`src/rtl/tbp_pkg.sv`:
```
package tbp_pkg;
  // Chooser counter levels: the upper half selects the local component
  localparam logic [1:0] CHOOSE_RST = 2'd1;

  function automatic logic choose_local(input logic [1:0] lvl);
    return lvl[1];
  endfunction

  // Verdict of one resolved branch for the chooser
  typedef enum logic [1:0] {
    VERD_AGREE      = 2'd0,
    VERD_LOCAL_WINS = 2'd1,
    VERD_GLOBAL_WINS = 2'd2
  } verdict_e;

  function automatic verdict_e judge(input logic outcome, input logic g_dir,
                                     input logic l_dir);
    logic g_ok, l_ok;
    g_ok = (g_dir == outcome);
    l_ok = (l_dir == outcome);
    if (l_ok && !g_ok) return VERD_LOCAL_WINS;
    if (g_ok && !l_ok) return VERD_GLOBAL_WINS;
    return VERD_AGREE;
  endfunction
endpackage

```
`src/rtl/tbp_sat_table.sv`:
```
module tbp_sat_table #(
  parameter int IDX_W   = 6,
  parameter int CW      = 2,
  parameter int RST_VAL = 1
) (
  input  logic             clk,
  input  logic             rst,
  input  logic [IDX_W-1:0] rd_idx,
  output logic [CW-1:0]    rd_val,
  input  logic             up_en,
  input  logic [IDX_W-1:0] up_idx,
  input  logic             up_inc
);
  localparam int DEPTH = 1 << IDX_W;
  localparam logic [CW-1:0] CMAX = {CW{1'b1}};
  localparam logic [CW-1:0] CRST = CW'(RST_VAL);

  logic [CW-1:0] mem [DEPTH];
  logic [CW-1:0] cur;

  assign cur    = mem[up_idx];
  assign rd_val = mem[rd_idx];

  always_ff @(posedge clk) begin
    if (rst) begin
      for (int i = 0; i < DEPTH; i++) mem[i] <= CRST;
    end else if (up_en) begin
      if (up_inc && cur != CMAX) mem[up_idx] <= cur + 1'b1;
      else if (!up_inc && cur != '0) mem[up_idx] <= cur - 1'b1;
    end
  end

  // counters stick at their ceiling
  p_sat_ceiling_r3: assert property (@(posedge clk) disable iff (rst)
    (up_en && up_inc && cur == CMAX) |=> mem[$past(up_idx)] == CMAX);
  // counters stick at their floor
  p_sat_floor_r6: assert property (@(posedge clk) disable iff (rst)
    (up_en && !up_inc && cur == '0) |=> mem[$past(up_idx)] == '0);
  // without an update enable no entry moves
  p_hold_when_idle_r9: assert property (@(posedge clk) disable iff (rst)
    !up_en |=> mem[$past(rd_idx)] == $past(rd_val));
endmodule

```
`src/rtl/tbp_hist_table.sv`:
```
module tbp_hist_table #(
  parameter int IDX_W = 4,
  parameter int HW    = 6
) (
  input  logic             clk,
  input  logic             rst,
  input  logic [IDX_W-1:0] rd_idx,
  output logic [HW-1:0]    rd_hist,
  input  logic             sh_en,
  input  logic [IDX_W-1:0] sh_idx,
  input  logic             sh_bit
);
  localparam int DEPTH = 1 << IDX_W;

  logic [HW-1:0] mem [DEPTH];

  assign rd_hist = mem[rd_idx];

  always_ff @(posedge clk) begin
    if (rst) begin
      for (int i = 0; i < DEPTH; i++) mem[i] <= '0;
    end else if (sh_en) begin
      mem[sh_idx] <= {mem[sh_idx][HW-2:0], sh_bit};
    end
  end

  // newest outcome lands in bit 0 of the addressed word
  p_hist_shift_r5: assert property (@(posedge clk) disable iff (rst)
    sh_en |=> mem[$past(sh_idx)][0] == $past(sh_bit));
endmodule

```
`src/rtl/tourney_bp.sv`:
```
module tourney_bp #(
  parameter int IDX_W = 6,
  parameter int GH_W  = 6,
  parameter int LT_W  = 4,
  parameter int LH_W  = 6
) (
  input  logic             clk,
  input  logic             rst,
  input  logic             lookup_valid,
  input  logic [IDX_W-1:0] lookup_idx,
  input  logic             upd_valid,
  input  logic [IDX_W-1:0] upd_idx,
  input  logic             upd_taken,
  input  logic [GH_W-1:0]  upd_ghist,
  input  logic [LH_W-1:0]  upd_lhist,
  input  logic             upd_gtaken,
  input  logic             upd_ltaken,
  output logic             pred_valid,
  output logic             pred_taken,
  output logic             pred_use_local,
  output logic             pred_gtaken,
  output logic             pred_ltaken,
  output logic [GH_W-1:0]  pred_ghist,
  output logic [LH_W-1:0]  pred_lhist
);
  import tbp_pkg::*;

  localparam int GC_W = 2;
  localparam int LC_W = 3;
  localparam int LC_RST = (1 << (LC_W - 1)) - 1;
  localparam int GC_RST = (1 << (GC_W - 1)) - 1;

  logic [GH_W-1:0] ghr;
  logic [LH_W-1:0] rd_lhist;
  logic [GC_W-1:0] rd_gc;
  logic [LC_W-1:0] rd_lc;
  logic [1:0]      rd_ch;
  verdict_e        verdict;
  logic            ch_en;
  logic            use_loc;

  assign verdict = judge(upd_taken, upd_gtaken, upd_ltaken);
  assign ch_en   = upd_valid && (verdict != VERD_AGREE);
  assign use_loc = choose_local(rd_ch);

  tbp_sat_table #(.IDX_W(GH_W), .CW(GC_W), .RST_VAL(GC_RST)) u_gctr (
    .clk, .rst, .rd_idx(ghr), .rd_val(rd_gc),
    .up_en(upd_valid), .up_idx(upd_ghist), .up_inc(upd_taken));

  tbp_hist_table #(.IDX_W(LT_W), .HW(LH_W)) u_lhist (
    .clk, .rst, .rd_idx(lookup_idx[LT_W-1:0]), .rd_hist(rd_lhist),
    .sh_en(upd_valid), .sh_idx(upd_idx[LT_W-1:0]), .sh_bit(upd_taken));

  tbp_sat_table #(.IDX_W(LH_W), .CW(LC_W), .RST_VAL(LC_RST)) u_lctr (
    .clk, .rst, .rd_idx(rd_lhist), .rd_val(rd_lc),
    .up_en(upd_valid), .up_idx(upd_lhist), .up_inc(upd_taken));

  tbp_sat_table #(.IDX_W(IDX_W), .CW(2), .RST_VAL(int'(CHOOSE_RST))) u_chooser (
    .clk, .rst, .rd_idx(lookup_idx), .rd_val(rd_ch),
    .up_en(ch_en), .up_idx(upd_idx), .up_inc(verdict == VERD_LOCAL_WINS));

  always_ff @(posedge clk) begin
    if (rst) ghr <= '0;
    else if (upd_valid) ghr <= {ghr[GH_W-2:0], upd_taken};
  end

  always_ff @(posedge clk) begin
    if (rst) begin
      pred_valid     <= 1'b0;
      pred_taken     <= 1'b0;
      pred_use_local <= 1'b0;
      pred_gtaken    <= 1'b0;
      pred_ltaken    <= 1'b0;
      pred_ghist     <= '0;
      pred_lhist     <= '0;
    end else begin
      pred_valid <= lookup_valid;
      if (lookup_valid) begin
        pred_gtaken    <= rd_gc[GC_W-1];
        pred_ltaken    <= rd_lc[LC_W-1];
        pred_use_local <= use_loc;
        pred_taken     <= use_loc ? rd_lc[LC_W-1] : rd_gc[GC_W-1];
        pred_ghist     <= ghr;
        pred_lhist     <= rd_lhist;
      end
    end
  end

  // one-cycle registered response
  p_resp_latency_r2: assert property (@(posedge clk) disable iff (rst)
    lookup_valid |=> pred_valid);
  p_no_spurious_r2: assert property (@(posedge clk) disable iff (rst)
    !lookup_valid |=> !pred_valid);
  // global history shifts the outcome in at bit 0
  p_ghr_shift_r4: assert property (@(posedge clk) disable iff (rst)
    upd_valid |=> (ghr[0] == $past(upd_taken)) &&
                  (ghr[GH_W-1:1] == $past(ghr[GH_W-2:0])));
  // global history holds without an update
  p_ghr_hold_r4: assert property (@(posedge clk) disable iff (rst)
    !upd_valid |=> $stable(ghr));
endmodule

```
`config.mk`:
```
export PLATFORM = sky130hd
export DESIGN_NAME = tourney_bp
export DESIGN_NICKNAME = d
export VERILOG_FILES = /design/src/rtl/tbp_pkg.sv /design/src/rtl/tbp_sat_table.sv /design/src/rtl/tbp_hist_table.sv /design/src/rtl/tourney_bp.sv
export SDC_FILE = /design/constraint.sdc
export NUM_CORES = 1
export LEC_CHECK = 0
export ABC_AREA = 1
export BUFFER_PORTS_ARGS = -buffer_cell sky130_fd_sc_hd__buf_2
export CAP_MARGIN = 20
export CORE_MARGIN = 5
export CORE_UTILIZATION = 35
export DETAILED_ROUTE_END_ITERATION = 12
export GPL_ROUTABILITY_DRIVEN = 0
export PLACE_DENSITY = 0.6
export SLEW_MARGIN = 0
export SYNTH_ARGS = -nofsm -noshare
export SYNTH_HDL_FRONTEND = slang
export SYNTH_SLANG_ARGS = --single-unit
```
`constraint.sdc`:
```
create_clock -name clk -period 5.15 [get_ports clk]
set_input_delay 0.7725 -clock clk [delete_from_list [all_inputs] [get_ports clk]]
set_output_delay 0.7725 -clock clk [all_outputs]
set_load 0.005 [all_outputs]
```
==> out/metrics.csv <==
metric;value;unit
status;completed;
CP Cell Sequence;buf_2 -> nand3_1 -> inv_2 -> a22oi_1 -> nand3_1 -> o21ai_1 -> nand2_1 -> nor2_1 -> nor2b_2 -> nand2_2 -> o21bai_4 -> nand2_8 -> buf_4 -> nand3_4 -> nand2_1;
die area;0.0936;sq mm
Commonest cells post-synth;nand2_1, edfxtp_1, nor2_1;
Mapped Nets;3377;
Mapped Area;0.0307;sq mm
CORE AREA;0.0869;sq mm
R2R Setup Slk;2.00;ns
critical path peak fanout;31;
synthesized instance count;3344;
fmax;259;MHz
most frequent cell after synthesis;nand2_1;
H-tree depth;2;
Netlist cell types;49;
DRC Markers;0;
DIE HEIGHT;306;microns
top post-synthesis cells by area;edfxtp_1, nand2_1, nand3_1;
max_cap viols;0;
Placed Instance Area;0.0321;sq mm
clock sink total;573;
RSZ-0062 raised after global routing;no;
Crit Path Class;primary input to flip-flop;
vias per cell;5.50;
# hold bufs at CTS;0;
Max clock buf depth;3;
cell accounting for the most synthesized area;edfxtp_1;
antenna violations before repair;1;
CP peak stage delay;0.78;ns
Initial Util;35.3;%
IO buf count;47;
Initial DRC Count;2790;
P&R area growth vs syn;11.8;%
Pleak;12.0;nW
Fin. Hold Viols;0;
Worst Hold Class;primary input to flip-flop;
post-CTS setup buffers;0;
CTS buffer count;61;
Synth Area per Inst;9.17;sq um
first-pass GRT wire length;140000;microns
Post-synth EDFFs;544;
layout cell share with drive strength beyond 1;12.8;%
clk_skew;0.0855;ns
CTS tree;built;
vias post-DR;24712;
fin nets;3317;
cell row count;108;
CP max-delay cell;inv_2;
post-layout min period;3.86;ns
post-synth top area share;53.3;%
asr flop ratio synth;0;%
die width;306;microns
Gates resized, CTS repair;0;
detailed placer's ending HPWL;56700;microns
drt total wl;89900;microns
VDD IR max;0.295;mV
Final ANT Viol Nets;0;
Ports;48;
pin count of the biggest net entering global routing;122;
max_slew headroom;28.1;%
Worst-path clk slew;0.06;ns
Worst Tran Pin Value;1.07;ns
CP Capture Type;flip-flop;
design area;0.0343;sq mm
WL/cell;20.0;microns
period utilization;74.9;%
vias in the first global route;24101;
Synth Flop Type;edfxtp_1;
Startpoint Class;primary input;
clk_lat worst skew;0.67;ns
GRT overflow;0;
Yosys reg bits;573;
warning count from the yosys run;0;
clk root buf;clkbuf_16;
final-report setup violation count;0;
post-synthesis sequential area ratio;55.2;%
Post-Route Setup TNS;0;ns
Slew Viols, Final;0;
Worst Path Arrival;4.14;ns
PwrDens;334;mW/mm^2
GRT Overall Usage;18.6;%
Pre-antenna DRT Iters;6;
Req. time, crit path;5.43;ns
==> flip-flops by register name, indices dropped and copies added (netlist names), named ones only <==
signal / cells
pred_ghist: 6
pred_use_local: 1
pred_ltaken: 1
ghr: 6
pred_valid: 1
pred_gtaken: 1
pred_taken: 1
u_lhist.mem: 96
u_chooser.mem: 128
u_gctr.mem: 128
u_lctr.mem: 192
pred_lhist: 6
==> cells by family (layout without fill, tap and decap cells) <==
logic type	count (synthesis)	after routing	share of synthesized area, %
simple gates	1819	1819	28.4
flops	573	573	55.2
buf+inv	525	518	7.42
compound gates	423	423	8.87
fa+ha+maj	2	2	0.106
xor+xnor	2	2	0.0571
other cells	0	1	0
==> layout by cell type (no fill, tap or decap), types with 11 or more instances in the layout <==
cell       synthesis  routed
buf_4              2      88
o21ai_1           15      15
dfxtp_1           29      29
clkinv_1           9      19
clkbuf_16          0      61
buf_12             6      14
nand3_1          373     371
nand3_4           62      62
inv_1            169     168
edfxtp_1         544     544
o22ai_1           63      63
a21oi_1           30      30
buf_2             77      47
nand2_1          733     729
clkbuf_1         162      15
nor2_1           443     441
o211ai_1          45      45
o221ai_1          11      11
nand4_1          162     162
a22oi_1           78      78
a221oi_1          18      13
nor3_2             2      16
o21ai_0          140     140
inv_2             71      72
==> per-stage QoR <==
stage / worst slack [ns] / instances / util (%) / hold WS, ns / total power (W)
detailed placement: 0.736 / 4369 / 36.9 / 0.464 / 0.00693
CTS: 1.37 / 4485 / 39.3 / 0.378 / 0.0115
global route: 1.16 / 4492 / 39.4 / 0.406 / 0.0119
finish: 1.29 / 4493 / 39.4 / 0.411 / 0.0115
floorplan: 1.79 / 3344 / - / 0.445 / 0.00636
global placement: 0.747 / 4369 / 36.9 / 0.459 / 0.00693
==> metal layers <==
metal / up-vias / part of all wire, % / wire length [microns] / track usage (%)
li1: 11606 / - / - / -
met5: - / 0.014 / 13 / 0
met2: 956 / 48 / 43100 / 31.0
met3: 165 / 7.4 / 6610 / 3.15
met1: 11983 / 42 / 37900 / 25.1
met4: 2 / 2.5 / 2270 / 5.19
==> final cells by class <==
class	instances	area, sq um
Clock inverter	35	439
Sequential cell	573	16900
Clock buffer	81	1650
Timing Repair Buffer	151	1230
Antenna cell	1	2.50
Fill cell	8490	52600
Tap cell	1155	1450
Multi-Input combinational cell	2246	11600
Inverter	251	955
==> report_power, final <==
| part | internal [W] | switching, W | total (W) |
|---|---|---|---|
| Combinational | 0.000387 | 0.00122 | 0.00161 |
| Clock | 0.00267 | 0.00193 | 0.00460 |
| Sequential | 0.00519 | 0.0000557 | 0.00525 |
==> worst paths after layout <==
path                                     end  depth (start not counted)                       startpoint
max          u_lctr.mem[38][0]$_SDFFCE_PN1P_                         15                     upd_lhist[1]
max reg2reg  u_lctr.mem[38][0]$_SDFFCE_PN1P_                         13  u_lctr.mem[16][1]$_SDFFCE_PN1P_
min reg2reg       pred_lhist[3]$_SDFFE_PP0P_                          2       pred_lhist[3]$_SDFFE_PP0P_
min                  pred_taken$_SDFFE_PP0P_                          2                              rst
==> worst max-delay path: cells and delay by family <==
family                 cells  cell delay, ns
AO/OA/AOI/OAI              3            0.44
buffers and inverters      3            1.33
AND/OR/NAND/NOR            9            1.57
Power figures use the tool's default switching activity.
